`src/rtl/phseq_pkg.sv`:
```
package phseq_pkg;

    typedef enum logic [1:0] {
        PH_IDLE = 2'd0,
        PH_A0   = 2'd1,
        PH_A1   = 2'd2,
        PH_STEP = 2'd3
    } phase_e;

    typedef enum logic [2:0] {
        EV_NONE = 3'd0,
        EV_A0   = 3'd1,
        EV_A1   = 3'd2,
        EV_STEP = 3'd3,
        EV_IDLE = 3'd4
    } event_e;

    typedef struct packed {
        logic c;
        logic d;
    } tim_pair_t;

    typedef struct packed {
        logic a;
        logic b;
    } chk_pair_t;

    // timing pair code for the phase being entered
    function automatic tim_pair_t tim_code(input phase_e ph, input logic pend);
        tim_pair_t r;
        case (ph)
            PH_A0:   r = '{c: 1'b1, d: 1'b0};
            PH_STEP: r = '{c: pend, d: 1'b1};
            default: r = '{c: 1'b0, d: 1'b0};
        endcase
        return r;
    endfunction

    // record pair value after a phase-entry event
    function automatic chk_pair_t chk_after(input event_e ev, input chk_pair_t cur);
        chk_pair_t r;
        case (ev)
            EV_A0:   r = '{a: 1'b1, b: 1'b0};
            EV_A1:   r = '{a: 1'b1, b: 1'b1};
            EV_STEP: r = '{a: 1'b0, b: 1'b1};
            EV_IDLE: r = '{a: 1'b0, b: 1'b0};
            default: r = cur;
        endcase
        return r;
    endfunction

    // whether an event is allowed from the current record value
    function automatic logic chk_legal(input event_e ev, input chk_pair_t cur);
        logic ok;
        case (ev)
            EV_A0:   ok = (cur == 2'b00) || (cur == 2'b01);
            EV_A1:   ok = (cur == 2'b10);
            EV_STEP: ok = (cur == 2'b11);
            EV_IDLE: ok = (cur == 2'b01);
            default: ok = 1'b1;
        endcase
        return ok;
    endfunction

    // whether record and timing pairs describe the same phase
    function automatic logic pair_agree(input chk_pair_t ab, input tim_pair_t cd);
        logic ok;
        case (ab)
            2'b10:   ok = (cd == 2'b10);
            2'b11:   ok = (cd == 2'b00);
            2'b01:   ok = cd.d;
            default: ok = (cd == 2'b00);
        endcase
        return ok;
    endfunction

endpackage

```
`src/rtl/phase_timer.sv`:
```
module phase_timer #(
    parameter int PHASE_LEN = 4
) (
    input  logic clk,
    input  logic rst,
    input  logic hold,
    input  logic run,
    output logic last
);
    localparam int CW = (PHASE_LEN > 1) ? $clog2(PHASE_LEN) : 1;
    localparam logic [CW-1:0] TOP = CW'(PHASE_LEN - 1);

    logic [CW-1:0] cnt_q;

    assign last = run && (cnt_q == TOP);

    always_ff @(posedge clk) begin
        if (rst) begin
            cnt_q <= '0;
        end else if (!hold) begin
            if (!run || last) begin
                cnt_q <= '0;
            end else begin
                cnt_q <= cnt_q + 1'b1;
            end
        end
    end
endmodule

```
`src/rtl/seq_core.sv`:
```
module seq_core
    import phseq_pkg::*;
(
    input  logic      clk,
    input  logic      rst,
    input  logic      hold,
    input  logic      start,
    input  logic      restart,
    input  logic      last,
    output phase_e    phase,
    output tim_pair_t cd,
    output event_e    ev,
    output logic      done
);
    phase_e    phase_q, phase_n;
    logic      pend_q, pend_n;
    tim_pair_t cd_q;
    logic      done_q;

    always_comb begin
        phase_n = phase_q;
        pend_n  = pend_q;
        ev      = EV_NONE;
        if (!hold) begin
            case (phase_q)
                PH_IDLE: begin
                    pend_n = 1'b0;
                    if (start) begin
                        phase_n = PH_A0;
                        ev      = EV_A0;
                    end
                end
                PH_A0: begin
                    pend_n = pend_q | restart;
                    if (last) begin
                        phase_n = PH_A1;
                        ev      = EV_A1;
                    end
                end
                PH_A1: begin
                    pend_n = pend_q | restart;
                    if (last) begin
                        phase_n = PH_STEP;
                        ev      = EV_STEP;
                    end
                end
                default: begin
                    pend_n = pend_q | restart;
                    if (last) begin
                        if (pend_n) begin
                            phase_n = PH_A0;
                            ev      = EV_A0;
                        end else begin
                            phase_n = PH_IDLE;
                            ev      = EV_IDLE;
                        end
                        pend_n = 1'b0;
                    end
                end
            endcase
        end
    end

    always_ff @(posedge clk) begin
        if (rst) begin
            phase_q <= PH_IDLE;
            pend_q  <= 1'b0;
            cd_q    <= '0;
            done_q  <= 1'b0;
        end else if (hold) begin
            done_q  <= 1'b0;
        end else begin
            phase_q <= phase_n;
            pend_q  <= pend_n;
            cd_q    <= tim_code(phase_n, pend_n);
            done_q  <= (phase_q == PH_STEP) && last;
        end
    end

    assign phase = phase_q;
    assign cd    = cd_q;
    assign done  = done_q;
endmodule

```
`src/rtl/chk_latch.sv`:
```
module chk_latch
    import phseq_pkg::*;
(
    input  logic      clk,
    input  logic      rst,
    input  event_e    ev,
    output chk_pair_t ab,
    output logic      illegal
);
    chk_pair_t ab_q;

    assign illegal = (ev != EV_NONE) && !chk_legal(ev, ab_q);
    assign ab      = ab_q;

    always_ff @(posedge clk) begin
        if (rst) begin
            ab_q <= '0;
        end else if (ev != EV_NONE) begin
            ab_q <= chk_after(ev, ab_q);
        end
    end
endmodule

```
`src/rtl/fault_mon.sv`:
```
module fault_mon
    import phseq_pkg::*;
(
    input  logic      clk,
    input  logic      rst,
    input  logic      illegal,
    input  chk_pair_t ab,
    input  tim_pair_t cd,
    output logic      err
);
    logic err_q;

    always_ff @(posedge clk) begin
        if (rst) begin
            err_q <= 1'b0;
        end else if (illegal || !pair_agree(ab, cd)) begin
            err_q <= 1'b1;
        end
    end

    assign err = err_q;
endmodule

```
`src/rtl/clkseq_top.sv`:
```
module clkseq_top
    import phseq_pkg::*;
#(
    parameter int PHASE_LEN = 4
) (
    input  logic       clk,
    input  logic       rst,
    input  logic       start,
    input  logic       restart,
    output logic       ph_a0,
    output logic       ph_a1,
    output logic       ph_step,
    output logic       seq_done,
    output logic       stopped,
    output logic       fault,
    output logic [1:0] tim_cd,
    output logic [1:0] chk_ab
);
    phase_e    phase;
    tim_pair_t cd;
    chk_pair_t ab;
    event_e    ev;
    logic      last, illegal, err, done;

    phase_timer #(.PHASE_LEN(PHASE_LEN)) u_tmr (
        .clk  (clk),
        .rst  (rst),
        .hold (err),
        .run  (phase != PH_IDLE),
        .last (last)
    );

    seq_core u_seq (
        .clk     (clk),
        .rst     (rst),
        .hold    (err),
        .start   (start),
        .restart (restart),
        .last    (last),
        .phase   (phase),
        .cd      (cd),
        .ev      (ev),
        .done    (done)
    );

    chk_latch u_chk (
        .clk     (clk),
        .rst     (rst),
        .ev      (ev),
        .ab      (ab),
        .illegal (illegal)
    );

    fault_mon u_mon (
        .clk     (clk),
        .rst     (rst),
        .illegal (illegal),
        .ab      (ab),
        .cd      (cd),
        .err     (err)
    );

    assign ph_a0    = (phase == PH_A0);
    assign ph_a1    = (phase == PH_A1);
    assign ph_step  = (phase == PH_STEP);
    assign seq_done = done;
    assign stopped  = (phase == PH_IDLE) || err;
    assign fault    = err;
    assign tim_cd   = {cd.c, cd.d};
    assign chk_ab   = {ab.a, ab.b};
endmodule

```
`config.mk`:
```
export PLATFORM = sky130hd
export DESIGN_NAME = clkseq_top
export DESIGN_NICKNAME = d
export VERILOG_FILES = /design/src/rtl/phseq_pkg.sv /design/src/rtl/phase_timer.sv /design/src/rtl/seq_core.sv /design/src/rtl/chk_latch.sv /design/src/rtl/fault_mon.sv /design/src/rtl/clkseq_top.sv
export SDC_FILE = /design/constraint.sdc
export NUM_CORES = 1
export LEC_CHECK = 0
export BUFFER_PORTS_ARGS = -buffer_cell sky130_fd_sc_hd__buf_2
export CORE_MARGIN = 3
export CORE_UTILIZATION = 46
export DETAILED_ROUTE_END_ITERATION = 6
export GPL_TIMING_DRIVEN = 1
export PLACE_DENSITY = 0.67
export SKIP_CTS_REPAIR_TIMING = 1
export SLEW_MARGIN = 5
export SYNTH_ARGS = -nofsm -noshare
export SYNTH_HDL_FRONTEND = slang
export SYNTH_SLANG_ARGS = --single-unit
```
`constraint.sdc`:
```
create_clock -name clk -period 2.1 [get_ports clk]
set_input_delay 0.315 -clock clk [delete_from_list [all_inputs] [get_ports clk]]
set_output_delay 0.315 -clock clk [all_outputs]
set_load 0.005 [all_outputs]
```
==> metrics.yaml, run 1 <==
run_status:
  status: "finished, final reports clean"
logic_synthesis:
  synth_top_family_by_area: "compound AO/OA/AOI/OAI gates"
  synth_compound_area_frac: 0.245
  synth.yosys.seq_area_share: 0.250
  synth_area_um2: 882
  synthSimpleGateAreaFrac: 0.228
  synth_nets: 114
  synth_seq_cells: 11
  synth_cell_type_count: 39
  synth_mux_area_frac: 0.0227
  syn_area_per_cell_um2: 8.91
  synthCells: 99
  ys_warn_count: 0
  synth-xor-area-share: 0
  synthAdderAreaFrac: 0.156
clock_network:
  root_buffer: "clkbuf_4"
  clockBufferDepth: 2
  cts_tree: "built"
  clkSinkCount: 11
  cts_made_buffers: 3
  clkSlewWorstSetupHoldPaths_ns: 0.07
  htreeDepth: 1
  insertion_delay_ns: 0.27
placement:
  place_congestion: 0.812
  io_buffers: 13
  hpwlAfterDp_um: 1350
route:
  detail-route-antenna-nets: 0
  viasPerCell: 5.46
  drt-initial-drc-count: 9
  via_count: 759
  wirelength_um: 1770
  remaining_drc_errors: 0
  post_drt_wl_per_cell_um: 12.7
  dr.pass1.iters: 4
sta:
  setup-tns-final_ns: 0
  slew-limit-headroom: 0.546
  fin_skew_ns: 0.00844
  hold_ws_ns: 0.360
  period_needed_ns: 1.92
  final.period_utilization: 0.914
  max_freq_ghz: 0.521
  setup_viol: 0
  worst_pin_slew_ns: 0.680
  rsz0062_at_grt: "no"
  slew_violations: 0
  hold_viol: 0
worst_setup_path:
  cp_slowest_cell: "a2111oi_4"
  start_kind: "register"
  critPathArrivalTime_ns: 2.10
  critPathKind: "register to register"
  cp_max_fo: 8
  cp.required_ns: 2.28
  cpPeakStageDelay_ns: 0.46
  crit_top_cell: "a211oi_1"
  setup.worst_path.end_class: "register"
  worstPathCellList: "inv_1, ha_2, nand2b_1, a2111oi_4, buf_4, a211oi_1, a211oi_1"
cells_and_area:
  final_common_cell: "buf_2"
  drive_gt1_frac: 0.289
  fin_nets: 130
  final_cell_mix: "buf_2 (13), nor2_1 (10), dfxtp_1 (10), a21oi_1 (9), ha_1 (9)"
  antennaDiodeCount: 0
  area_growth_pct: 11.1
pwr:
  leakagePower_nw: 0.402
  ir_worst_vdd_mv: 0.428
  p_per_area_nw_per_um2: 575
run:
  maxCapViolCount: 0
floorplanning:
  die-area_um2: 2480
  initial_utilization: 0.500
  dieHeight_um: 49.8
  core_um2: 1760
  die_x_um: 49.8
  top_level_ports: 14
  row_count: 15
global_routing:
  first_global_vias: 712
  antenna_found_initial: 0
  grt_pass1_wl_um: 2990
  grt_usage: 0.154
  grt-ovfl-total: 0
  grt_max_degree: 21
hold_path:
  hp-class: "input port to register"
## registers in the layout, indices dropped and copies added (netlist names)
signal	cells
u_seq.cd	2
u_seq.done	1
u_mon.err	1
u_seq.phase	2
u_chk.ab	2
u_seq.pend_q	1
u_tmr.cnt_q	2
## logic make-up after synthesis
logic type               count (synthesis)
AO/OA/AOI/OAI                           28
adder cells (fa/ha/maj)                 11
buffers and inverters                   12
flip-flops                              11
multiplexers                             2
AND/OR/NAND/NOR                         35
## per-layer routing
| metal | global-route usage | routed length (um) | part of all wire |
|---|---|---|---|
| met4 | 0.0415 | 7 | 0.0040 |
| met3 | 0.0544 | 93 | 0.053 |
| met1 | 0.172 | 748 | 0.42 |
| met5 | 0 | 0 | 0 |
| met2 | 0.273 | 915 | 0.52 |
## path summary, 6_finish.rpt
check / startpoint / end / slack (ns) / cells past startpoint
worst min-delay path: rst / u_seq.phase[0] / 0.36 / 2
worst max-delay path: u_seq.phase[1] / u_chk.ab[1] / 0.18 / 7
worst max register to register: u_seq.phase[1] / u_chk.ab[1] / 0.18 / 7
worst min register to register: u_tmr.cnt_q[1] / u_tmr.cnt_q[1] / 0.50 / 2
## cell usage after synthesis (all sizes together)
cell type,number,share of area
dlymetal6s2s,1,0.014
nor4,1,0.0071
dfxtp,11,0.25
a211oi,4,0.034
a221o,1,0.011
ha,11,0.16
and4bb,1,0.014
a2111oi,1,0.031
o2bb2ai,1,0.0099
o31ai,1,0.0085
nor4b,1,0.0099
or3,1,0.0085
nor2,10,0.043
nor3,4,0.028
and3b,1,0.0099
a21oi,10,0.061
and2b,2,0.018
o22ai,1,0.0071
nand2,5,0.021
or2,2,0.014
nor2b,3,0.021
a311oi,1,0.0099
a21o,1,0.0085
o21ba,1,0.011
clkbuf,1,0.016
buf,3,0.038
nand2b,3,0.024
a22oi,1,0.0085
o21a,1,0.0085
a221oi,2,0.020
o21ai,1,0.0057
nand3b,1,0.0085
mux2i,2,0.023
inv,7,0.030
o31a,1,0.0099
## metrics by stage
stage	std cells	worst slack (ns)	power, mW	util	area, um2
after floorplan	99	0.226	0.385	-	882
after global placement	134	0.121	0.418	0.529	933
after detailed placement	134	0.0415	0.421	0.529	933
after CTS	138	0.0308	0.568	0.544	960
after global routing	139	0.00766	0.607	0.555	980
final	139	0.180	0.564	0.555	980
## power breakdown
group	switching [mW]	internal, mW
clock	0.0690	0.0734
combinational	0.0791	0.0819
sequential	0.0349	0.225
## cell type report
class | count | area, um2
clock buffer | 4 | 26.3
fill | 192 | 785
inverter | 7 | 26.3
multi-input combinational | 76 | 587
sequential | 11 | 221
tap | 25 | 31.3
timing repair buffer | 16 | 87.6
## critical path: cells and delay by family, from the launching register on
kind,cells,cell delay (ns)
simple gates,1,0.19
compound gates,3,0.70
fa+ha+maj,1,0.24
buf+inv,2,0.31
flops,1,0.38
(Power assumes the default switching activity.)
==> run 2: changes to the inputs <==
- HOLD_SLACK_MARGIN: unset -> 0.05
- PLACE_DENSITY: 0.67 -> 0.7
- clock period: 2.1 -> 1.6 ns (I/O delays scaled with it)
==> run 2 against run 1 <==
The flow now finishes with violations (negative setup slack). Fmax is 5.9% higher. Setup slack worse by 0.39 ns. Routed wire length grew 42%. Clock power is 42% higher. Clock skew fell by 0.0063 ns. Clock-buffer cell count decreased by 1. Critical path depth grew 1. Core utilization is 19 points higher. Sequential cell count is the same. Cell area increased by 34%. Sequential share of layout area shrank 5.3 points. Via count grew 18%. Critical path type unchanged.
==> metrics.yaml, run 2 (same netlist as run 1, synthesis figures left out) <==
sta:
  hold_viol: 0
  setup_viol: 8
  period_needed_ns: 1.81
  slew-limit-headroom: 0.684
  final.period_utilization: 1.13
  max_freq_ghz: 0.552
  rsz0062_at_grt: "yes"
  setup-tns-final_ns: -0.653
  fin_ws_ns: -0.213
  fin_skew_ns: 0.00211
  worst_pin_slew_ns: 0.474
  slew_violations: 0
pwr:
  leakagePower_nw: 0.557
  ir_worst_vdd_mv: 0.431
  finalPower_mw: 0.896
  p_per_area_nw_per_um2: 681
worst_setup_path:
  critPathKind: "register to register"
  start_kind: "register"
  worst_r2r_endpoint: "u_mon.err"
  r2r_start: "u_seq.phase[1]"
  setup.worst_path.end_class: "register"
  cp_max_fo: 6
  cp.required_ns: 1.81
  critPathArrivalTime_ns: 2.02
  regToRegSetupSlack_ns: -0.21
  r2r_cells: 8
clock_network:
  cts_made_buffers: 3
  clkSinkCount: 11
  root_buffer: "clkbuf_4"
  clkSlewWorstSetupHoldPaths_ns: 0.08
  insertion_delay_ns: 0.28
  clockBufferDepth: 2
  htreeDepth: 1
  cts_tree: "built"
cells_and_area:
  fill_cells: 141
  regArea_um2: 228
  fin_nets: 155
  final_cell_mix: "buf_4 (26), buf_2 (13), nor2_1 (9), dfxtp_1 (9), a21oi_1 (8)"
  area_growth_pct: 49.2
  stdcell_area_um2: 1320
  drive_gt1_frac: 0.532
  multi_input_area_um2: 713
  final_common_cell: "buf_4"
  antennaDiodeCount: 0
hold_path:
  worstHoldPathCells: 2
  hp-class: "input port to register"
  worstHoldEndpoint: "u_seq.phase[0]"
  min-delay-start: "rst"
run_status:
  status: "finished, violations left"
  violations: "negative setup slack"
floorplanning:
  dieHeight_um: 49.8
  top_level_ports: 14
  row_count: 15
  die_x_um: 49.8
  die-area_um2: 2480
  core_um2: 1760
  initial_utilization: 0.500
route:
  drt-initial-drc-count: 25
  via_count: 894
  remaining_drc_errors: 0
  dr.pass1.iters: 4
  wirelength_um: 2500
  viasPerCell: 5.45
  detail-route-antenna-nets: 0
  post_drt_wl_per_cell_um: 15.3
run:
  maxCapViolCount: 0
global_routing:
  antenna_found_initial: 0
  grt-ovfl-total: 0
  grt_pass1_wl_um: 3480
  first_global_vias: 808
  grt_usage: 0.182
  grt_max_degree: 12
placement:
  io_buffers: 13
  postPlaceCellArea_um2: 1150
  post-place-ws_ns: -0.133
  hpwlAfterDp_um: 1630
  place_congestion: 0.789
## run 2: cell types whose count changed in the layout (fill, tap and decap cells not counted), moves of 2 or more
cell	delta
dfxtp_4	+2
ha_4	+5
inv_1	-2
ha_1	-4
buf_4	+23
nand2b_4	+2
buf_6	+2
## run 2: power breakdown
part / switching, mW / internal (mW) / leakage, nW / total [mW]
Clock: 0.109 / 0.0930 / 0.0177 / 0.202
Combinational: 0.181 / 0.190 / 0.449 / 0.371
Sequential: 0.0294 / 0.295 / 0.0912 / 0.324
## run 2: how the worst max path moves through the flow
stage	startpoint	to	slack [ns]	cells past startpoint
final	u_seq.phase[1]	u_mon.err	-0.21	8
after global routing	u_seq.phase[1]	u_mon.err	-0.30	8
after CTS	u_tmr.cnt_q[0]	u_seq.cd[1]	-0.17	7
after detailed placement	u_tmr.cnt_q[0]	u_seq.cd[1]	-0.13	7
after floorplan	u_seq.phase[0]	u_mon.err	-0.05	7
after global placement	u_seq.phase[0]	u_mon.err	-0.10	7
## run 2: stage by stage
| step | cells | hold slack (ns) | utilization |
|---|---|---|---|
| finish | 164 | 0.276 | 0.746 |
| global route | 164 | 0.280 | 0.746 |
| CTS | 160 | 0.265 | 0.670 |
| detailed placement | 156 | 0.480 | 0.654 |
| global placement | 156 | 0.471 | 0.654 |
| floorplan | 99 | 0.304 | - |
## run 2: per-layer routing
layer	wire, um	track usage	vias up
met3	143	0.0604	8
met4	44	0.0645	0
met5	0	0	-
met2	1230	0.295	31
met1	1080	0.222	418
li1	-	-	437
## run 2: worst max-delay path, stage by stage (launching register included)
cell,delay [ns]
dfxtp_4,0.38
inv_4,0.06
ha_4,0.18
nand2b_4,0.15
a2111oi_4,0.42
buf_4,0.18
o2bb2ai_2,0.10
mux2i_1,0.09
a21oi_1,0.18
## run 2: cell type report
type | instances | share of cell area
sequential | 11 | 0.173
multi-input combinational | 76 | 0.542
clock buffer | 3 | 0.0171
inverter | 7 | 0.0257
timing repair buffer | 41 | 0.215
clock inverter | 1 | 0.00380
tap | 25 | 0.0238
==> run 3: changes to the inputs <==
- CORE_MARGIN: 3 -> unset
==> run 3 against run 2 <==
The run still ends with negative setup slack left. Setup slack improved by 0.021 ns. Routed wire length fell by 9.8%. First-iteration DRC count rose by 8.0%. Final cell count fell by 3.0%. Sequential cell count did not move. Clock-buffer cell count did not move. Critical path type unchanged. Critical endpoint unchanged.
==> metrics.yaml, run 3 (same netlist as run 1, synthesis figures left out) <==
run_status:
  status: "finished, violations left"
  violations: "negative setup slack"
clock_network:
  htreeDepth: 1
  clkSinkCount: 11
  cts_made_buffers: 3
  clockBufferDepth: 2
  cts_tree: "built"
  clkSlewWorstSetupHoldPaths_ns: 0.07
  root_buffer: "clkbuf_4"
  insertion_delay_ns: 0.27
run:
  maxCapViolCount: 0
sta:
  period_needed_ns: 1.79
  setup-tns-final_ns: -0.588
  slew-limit-headroom: 0.760
  max_freq_ghz: 0.558
  rsz0062_at_grt: "yes"
  fin_skew_ns: 0.000508
  final.period_utilization: 1.12
  hold_viol: 0
  fin_ws_ns: -0.192
  worst_pin_slew_ns: 0.360
  setup_viol: 6
  slew_violations: 0
worst_setup_path:
  setup.worst_path.end_class: "register"
  cp.required_ns: 1.81
  worst_r2r_endpoint: "u_mon.err"
  r2r_start: "u_seq.phase[1]"
  critPathKind: "register to register"
  cpPeakStageDelay_ns: 0.43
  cp_max_fo: 6
  start_kind: "register"
  critPathArrivalTime_ns: 2.00
  cp_slowest_cell: "a2111oi_4"
  regToRegSetupSlack_ns: -0.19
  r2r_cells: 8
  worstPathCellList: "inv_6, ha_4, nand2b_4, a2111oi_4, buf_4, o2bb2ai_2, mux2i_1, a21oi_1"
cells_and_area:
  fin_nets: 150
  fill_cells: 139
  fin_util: 0.721
  antennaDiodeCount: 0
  final_cell_mix: "buf_4 (22), buf_2 (13), nor2_1 (10), dfxtp_1 (9), a21oi_1 (7)"
  area_growth_pct: 44.3
  final_common_cell: "buf_4"
  drive_gt1_frac: 0.507
route:
  post_drt_wl_per_cell_um: 14.2
  viasPerCell: 5.36
  wirelength_um: 2260
  via_count: 852
  detail-route-antenna-nets: 0
  dr.pass1.iters: 4
  remaining_drc_errors: 0
  drt-initial-drc-count: 27
floorplanning:
  die-area_um2: 2100
  initial_utilization: 0.500
  top_level_ports: 14
  core_um2: 1760
  die_x_um: 45.8
  dieHeight_um: 45.8
  row_count: 15
global_routing:
  grt_use_met3: 0.0714
  grt-ovfl-total: 0
  grt_pass1_wl_um: 3210
  grt_max_degree: 15
  first_global_vias: 750
  grt_usage: 0.219
  met1_usage: 0.272
  globalRoute.busiestLayer: "met2"
  met2_usage: 0.366
  antenna_found_initial: 0
pwr:
  comb_power_share: 0.407
  intPower_mw: 0.574
  switching_power_mw: 0.299
  ir_worst_vdd_mv: 0.676
  p_per_area_nw_per_um2: 686
  p_seq_frac: 0.371
  clkPwrFrac: 0.222
  finalPower_mw: 0.873
  leakagePower_nw: 0.532
  power.share.switching: 0.342
hold_path:
  worstHoldPathCells: 2
  worstHoldEndpoint: "u_seq.phase[0]"
  min-delay-start: "rst"
  hp-class: "input port to register"
placement:
  post-place-ws_ns: -0.198
  hpwlAfterDp_um: 1570
  io_buffers: 13
  place_congestion: 0.825
run 3: changes by cell type in the layout (fill, tap and decap cells not counted), sizes merged:
cell	before	now
buf	41	36
run 3: stage by stage:
stage	hold WS [ns]	cells	instance area [um2]
after floorplan	0.304	99	937
after global placement	0.481	151	1120
after detailed placement	0.499	151	1120
after CTS	0.277	155	1140
after global routing	0.279	159	1270
final	0.267	159	1270
run 3: routing by layer:
metal / wire (um) / vias to the layer above
met4: 16 / 0
li1: - / 425
met1: 1010 / 401
met3: 77 / 4
met5: 0 / -
met2: 1160 / 22
run 3: layout make-up:
| type | instances | area (um2) | area share |
|---|---|---|---|
| Inverter | 7 | 36.3 | 0.0285 |
| Tap cell | 25 | 31.3 | 0.0246 |
| Clock inverter | 1 | 5.00 | 0.00393 |
| Clock buffer | 3 | 22.5 | 0.0177 |
| Timing Repair Buffer | 36 | 241 | 0.190 |
| Sequential cell | 11 | 228 | 0.179 |
| Multi-Input combinational cell | 76 | 708 | 0.557 |
run 3: critical path: cells and delay by family, from the launching register on:
kind            cells  cell delay (ns)
compound gates      3             0.67
flops               1             0.39
buf+inv             2             0.26
fa+ha+maj           1             0.17
simple gates        1             0.15
mux                 1             0.09
run 3: power groups by stage:
stage / sequential, mW / clock (mW) / combinational (mW)
4_1_cts: 0.322 / 0.203 / 0.313
3_5_place_dp: 0.328 / 0 / 0.311
2_1_floorplan: 0.326 / 0 / 0.210
5_1_grt: 0.328 / 0.217 / 0.391
3_3_place_gp: 0.328 / 0 / 0.303
6_report: 0.324 / 0.194 / 0.355
run 3: worst max-delay path by stage:
| stage | end | slack [ns] | startpoint | cells after the start |
|---|---|---|---|---|
| final | u_mon.err | -0.19 | u_seq.phase[1] | 8 |
| after global routing | u_mon.err | -0.29 | u_seq.phase[1] | 8 |
| after CTS | u_mon.err | -0.23 | u_seq.phase[0] | 7 |
| after detailed placement | u_mon.err | -0.20 | u_seq.phase[0] | 7 |
| after global placement | u_seq.cd[1] | -0.14 | u_tmr.cnt_q[0] | 7 |
| after floorplan | u_mon.err | -0.05 | u_seq.phase[0] | 7 |
